**src/rtl/mincost_pkg.sv**
```systemverilog
package mincost_pkg;
    localparam int unsigned NUM_COSTS_DEF = 64;
    localparam int unsigned COST_W_DEF    = 15;
    localparam int unsigned DISP_W_DEF    = 8;
endpackage

```
**src/rtl/mincost_cmp.sv**
```systemverilog
module mincost_cmp #(
    parameter int unsigned COST_W = 15,
    parameter int unsigned IDX_W  = 6
) (
    input  logic [COST_W-1:0] lo_cost,
    input  logic [IDX_W-1:0]  lo_idx,
    input  logic [COST_W-1:0] hi_cost,
    input  logic [IDX_W-1:0]  hi_idx,
    output logic [COST_W-1:0] win_cost,
    output logic [IDX_W-1:0]  win_idx
);
    // Select bit: the upper-index side wins only when strictly cheaper.
    logic take_hi;
    assign take_hi  = (hi_cost < lo_cost);
    assign win_cost = take_hi ? hi_cost : lo_cost;
    assign win_idx  = take_hi ? hi_idx  : lo_idx;

    always_comb begin
        p_win_not_larger_r2: assert (win_cost <= lo_cost && win_cost <= hi_cost);
        if (lo_cost == hi_cost) begin
            p_tie_lower_r3: assert (win_idx == lo_idx);
        end
    end
endmodule

```
**src/rtl/mincost_half.sv**
```systemverilog
module mincost_half #(
    parameter int unsigned N_LEAF = 32,
    parameter int unsigned COST_W = 15,
    parameter int unsigned IDX_W  = 6,
    parameter int unsigned BASE   = 0
) (
    input  logic [N_LEAF*COST_W-1:0] cost_i,
    output logic [COST_W-1:0]        win_cost,
    output logic [IDX_W-1:0]         win_idx
);
    localparam int unsigned NODES = 2 * N_LEAF;

    // Heap layout: node k merges nodes 2k and 2k+1; leaves at N_LEAF..NODES-1.
    logic [COST_W-1:0] c_n [1:NODES-1];
    logic [IDX_W-1:0]  i_n [1:NODES-1];

    for (genvar g = 0; g < N_LEAF; g++) begin : g_leaf
        assign c_n[N_LEAF+g] = cost_i[g*COST_W +: COST_W];
        assign i_n[N_LEAF+g] = IDX_W'(BASE + g);
    end

    for (genvar k = 1; k < N_LEAF; k++) begin : g_node
        mincost_cmp #(.COST_W(COST_W), .IDX_W(IDX_W)) u_cmp (
            .lo_cost  (c_n[2*k]),
            .lo_idx   (i_n[2*k]),
            .hi_cost  (c_n[2*k+1]),
            .hi_idx   (i_n[2*k+1]),
            .win_cost (c_n[k]),
            .win_idx  (i_n[k])
        );
    end

    assign win_cost = c_n[1];
    assign win_idx  = i_n[1];
endmodule

```
**src/rtl/mincost_sel.sv**
```systemverilog
module mincost_sel
    import mincost_pkg::*;
#(
    parameter int unsigned NUM_COSTS = NUM_COSTS_DEF,
    parameter int unsigned COST_W    = COST_W_DEF,
    parameter int unsigned DISP_W    = DISP_W_DEF
) (
    input  logic                        clk,
    input  logic                        rst_n,
    input  logic                        vld_i,
    input  logic [NUM_COSTS*COST_W-1:0] cost_i,
    output logic [DISP_W-1:0]           disp_o,
    output logic                        disp_vld_o
);
    localparam int unsigned HALF  = NUM_COSTS / 2;
    localparam int unsigned IDX_W = $clog2(NUM_COSTS);
    localparam int unsigned HW    = HALF * COST_W;

    logic [COST_W-1:0] lo_cost, hi_cost, fin_cost;
    logic [IDX_W-1:0]  lo_idx,  hi_idx,  fin_idx;

    mincost_half #(.N_LEAF(HALF), .COST_W(COST_W), .IDX_W(IDX_W), .BASE(0)) u_half_lo (
        .cost_i   (cost_i[HW-1:0]),
        .win_cost (lo_cost),
        .win_idx  (lo_idx)
    );

    mincost_half #(.N_LEAF(HALF), .COST_W(COST_W), .IDX_W(IDX_W), .BASE(HALF)) u_half_hi (
        .cost_i   (cost_i[2*HW-1:HW]),
        .win_cost (hi_cost),
        .win_idx  (hi_idx)
    );

    mincost_cmp #(.COST_W(COST_W), .IDX_W(IDX_W)) u_root (
        .lo_cost  (lo_cost),
        .lo_idx   (lo_idx),
        .hi_cost  (hi_cost),
        .hi_idx   (hi_idx),
        .win_cost (fin_cost),
        .win_idx  (fin_idx)
    );

    // Output register: loads only on a valid cycle.
    always_ff @(posedge clk) begin
        if (!rst_n) begin
            disp_o     <= '0;
            disp_vld_o <= 1'b0;
        end else begin
            disp_vld_o <= vld_i;
            if (vld_i) begin
                disp_o <= DISP_W'(fin_idx);
            end
        end
    end

    always_comb begin
        p_half_index_range_r3: assert (lo_idx < IDX_W'(HALF) && hi_idx >= IDX_W'(HALF));
        p_root_min_r2: assert (fin_cost <= lo_cost && fin_cost <= hi_cost);
    end

    p_vld_delay_r4: assert property (@(posedge clk) disable iff (!rst_n)
        $past(rst_n) |-> (disp_vld_o == $past(vld_i)));

    p_hold_idle_r5: assert property (@(posedge clk) disable iff (!rst_n)
        ($past(rst_n) && !$past(vld_i)) |-> $stable(disp_o));

    p_disp_range_r6: assert property (@(posedge clk) disable iff (!rst_n)
        disp_o < DISP_W'(NUM_COSTS));
endmodule

```
**config.mk**
```make
export PLATFORM = sky130hd
export DESIGN_NAME = mincost_sel
export DESIGN_NICKNAME = d
export VERILOG_FILES = /design/src/rtl/mincost_pkg.sv /design/src/rtl/mincost_cmp.sv /design/src/rtl/mincost_half.sv /design/src/rtl/mincost_sel.sv
export SDC_FILE = /design/constraint.sdc
export NUM_CORES = 2
export LEC_CHECK = 0
export ABC_AREA = 1
export ABC_CLOCK_PERIOD_IN_PS = 9700
export BUFFER_PORTS_ARGS = -buffer_cell sky130_fd_sc_hd__buf_4
export CAP_MARGIN = 0
export CORE_AREA = 2 2 382 384
export DETAILED_ROUTE_END_ITERATION = 16
export DIE_AREA = 0 0 384 386
export GPL_ROUTABILITY_DRIVEN = 0
export SLEW_MARGIN = 15
export SYNTH_ARGS = -nofsm -noshare
export SYNTH_HDL_FRONTEND = slang
export SYNTH_SLANG_ARGS = --single-unit
export TNS_END_PERCENT = 30
```
**constraint.sdc**
```tcl
create_clock -name clk -period 9.7 [get_ports clk]
set_clock_uncertainty 0.1 [all_clocks]
set_input_delay 0.485 -clock clk [delete_from_list [all_inputs] [get_ports clk]]
set_output_delay 0.485 -clock clk [all_outputs]
set_load 0.005 [all_outputs]
```
==> flow_summary.json <==
{
  "slowest_delay_ns": 0.45,
  "drive_above_1_share_pct": 21.0,
  "r2r-start": "disp_o[0]",
  "hold-worst-slack_ns": 0.392,
  "synth-edff-count": 0,
  "hold_violations": 0,
  "via_per_inst": 4.79,
  "setup_viol": 0,
  "rows": 140,
  "period_needed_ns": 9.29,
  "hold_class": "in2reg",
  "antenna_left": 0,
  "reg2reg_to": "disp_o[0]",
  "synthFlopType": "dfxtp_1",
  "fmax_mhz": 108,
  "synth.distinct_cells": 47,
  "endpoint_kind": "register",
  "fin_nets": 9044,
  "grt_pass1_wl_um": 236000,
  "layout_setup_ws_ns": 0.414,
  "antenna_found_initial": 23,
  "worstRegToRegCells": 4,
  "fill_cells": 16117,
  "seq_area_um2": 140,
  "io_buffers": 969,
  "clkTransAtPathRegs_ns": 0.05,
  "fin_util_pct": 31.7,
  "synth_top_area_share_pct": 29.7,
  "fin_crit_sh_pct": 95.7,
  "synth_area_leaders": "ha_1 (30%), nand2_1 (23%), inv_1 (10%), o21ai_0 (9.9%), a21oi_1 (7.5%)",
  "wl_per_cell_um": 18.0,
  "firstDrtPassIters": 5,
  "p_leak_nw": 26.3,
  "yosys_warnings": 0,
  "cts_buffers": 3,
  "cp_top_family": "compound AO/OA/AOI/OAI gates",
  "critPathCapture": "disp_o[0]",
  "place_ws_ns": -1.07,
  "cp_data_required_time_ns": 9.74,
  "startpoint": "cost_i[193]",
  "core_area_um2": 145000,
  "crit_arrival_ns": 9.33,
  "synth_area_um2": 33700,
  "critPathSlowestCell": "o21ai_0",
  "start_kind": "primary input",
  "die_h_um": 386,
  "avgSynthCellArea_um2": 5.44,
  "start_util_pct": 23.3,
  "maxSlewHeadroom_pct": 49.7,
  "status": "completed",
  "dpl_cell_area_um2": 44500,
  "slew_viol_final": 0,
  "totalPowerFinal_mw": 14.2,
  "power_density_nw_per_um2": 310,
  "cp_common_cell": "nand2_1",
  "grt_use_total_pct": 20.7,
  "via_count": 44112,
  "clkLatencyLatePin_ns": 0.24,
  "cts_sinks": 7,
  "fin_area_um2": 45900,
  "synth_seq_cells": 7,
  "vdd_ir_drop_max_mv": 0.669,
  "cts_tree": "built",
  "reg2reg_slack_ns": 8.94,
  "grt_pass1_vias": 40456,
  "drv_cap": 0,
  "fp.dieArea_um2": 148000,
  "drt_iter0_drc": 3018,
  "syn_inst": 6200,
  "worstSetupPathType": "in2reg",
  "ios": 972,
  "die-width_um": 384,
  "worstSetupPathDepth": 55,
  "async_reset_ff_share_pct": 0,
  "clk_path_buf_depth": 2,
  "ys_seq_area_share_pct": 0.416,
  "h-tree-depth": 1,
  "cp_max_fo": 25,
  "cts_root_buf": "clkbuf_16",
  "worst_pin_slew_ns": 0.746,
  "path_buf_inv": 10,
  "drc": 0,
  "hpwl_um": 151000,
  "wl_um": 166000,
  "grt_max_degree": 33,
  "grt_remaining_overflow": 0,
  "yosysMostFrequentCell": "nand2_1",
  "area_growth_pct": 36.1,
  "synth_top_area_cell": "ha_1",
  "synth_common_cells": "nand2_1 (2056), inv_1 (905), ha_1 (801), o21ai_0 (666), a21oi_1 (506)",
  "multi_input_area_um2": 30300
}
==> cell usage in the layout, fill, tap and decap left out, types with 15 or more instances in the layout <==
master,n
o21bai_1,21
nand2_2,57
diode_2,16
buf_4,1207
buf_12,15
a21oi_4,18
nand3_1,293
nand2_1,2030
a211oi_1,16
nor3_1,21
o21ai_2,53
o21ai_1,205
a21oi_1,464
nand4_1,55
a21oi_2,51
ha_1,800
nand3b_1,51
nor2_2,21
nor2_1,400
o21ai_0,432
nand2_4,30
inv_1,897
a21o_1,30
==> tightest hold or removal path, delay by kind of cell <==
kind	cells	cell delay, ns
simple gates	1	0.06
buf+inv	2	0.17
==> area by class of cell <==
type	count	area share (%)
clock inverter	1	0.0109
antenna	16	0.0873
inverter	917	7.59
multi-input combinational	5118	65.9
timing repair buffer	1230	20.6
clock buffer	3	0.164
tap	1917	5.23
sequential	7	0.305
timing repair inverter	3	0.0491
==> state kept, by name, summed over array words and instances (netlist names) <==
name / flops
disp_vld_o: 1
disp_o: 6
==> report_power, final <==
part / switching (mW) / internal (mW)
registers: 0.00689 / 0.0446
clock network: 0.0233 / 0.0548
logic: 8.76 / 5.32
==> logic make-up (layout without fill, tap and decap cells) <==
family,after synthesis,in the layout,share of synthesized area (%)
simple gates,2984,2990,36.4
compound gates,1323,1323,20.9
buf+inv,1082,2154,12.5
fa+ha+maj,801,801,29.7
flops,7,7,0.416
mux,2,2,0.0668
other cells,1,18,0.0111
==> metal layers <==
metal  share of wire (%)  global-route usage [%]  routed length [µm]  up-vias
met5               0.043                       0                  72        -
met4                 3.2                    5.90                5250       12
met3                 6.6                    2.98               11000      236
met2                  46                    35.0               76300     1447
met1                  44                    27.1               73100    19908
li1                    -                       -                   -    22509
==> worst min-delay path by stage <==
stage / end / start / depth (start not counted)
2_1_floorplan: disp_o[4] / disp_o[4] / 2
3_3_place_gp: disp_o[4] / disp_o[4] / 2
3_5_place_dp: disp_o[4] / disp_o[4] / 2
4_1_cts: disp_vld_o / rst_n / 3
5_1_grt: disp_o[4] / disp_o[4] / 2
6_report: disp_vld_o / rst_n / 3
==> stage by stage <==
stage / setup TNS [ns] / std cells
after global placement: -6.10 / 9147
after global routing: -0.0900 / 9207
final: 0 / 9212
after detailed placement: -6.34 / 9147
after CTS: 0 / 9151
after floorplan: 0 / 6201
==> what timing repair did <==
| action | CTS | global route |
|---|---|---|
| pin swaps | 0 | 32 |
| buffers inserted | 0 | 35 |
| hold buffers | 0 | 0 |
| resized for setup | 62 | 405 |
| setup endpoints to repair | 6 | 6 |
| gates cloned | 0 | 10 |
(Power assumes the default switching activity.)
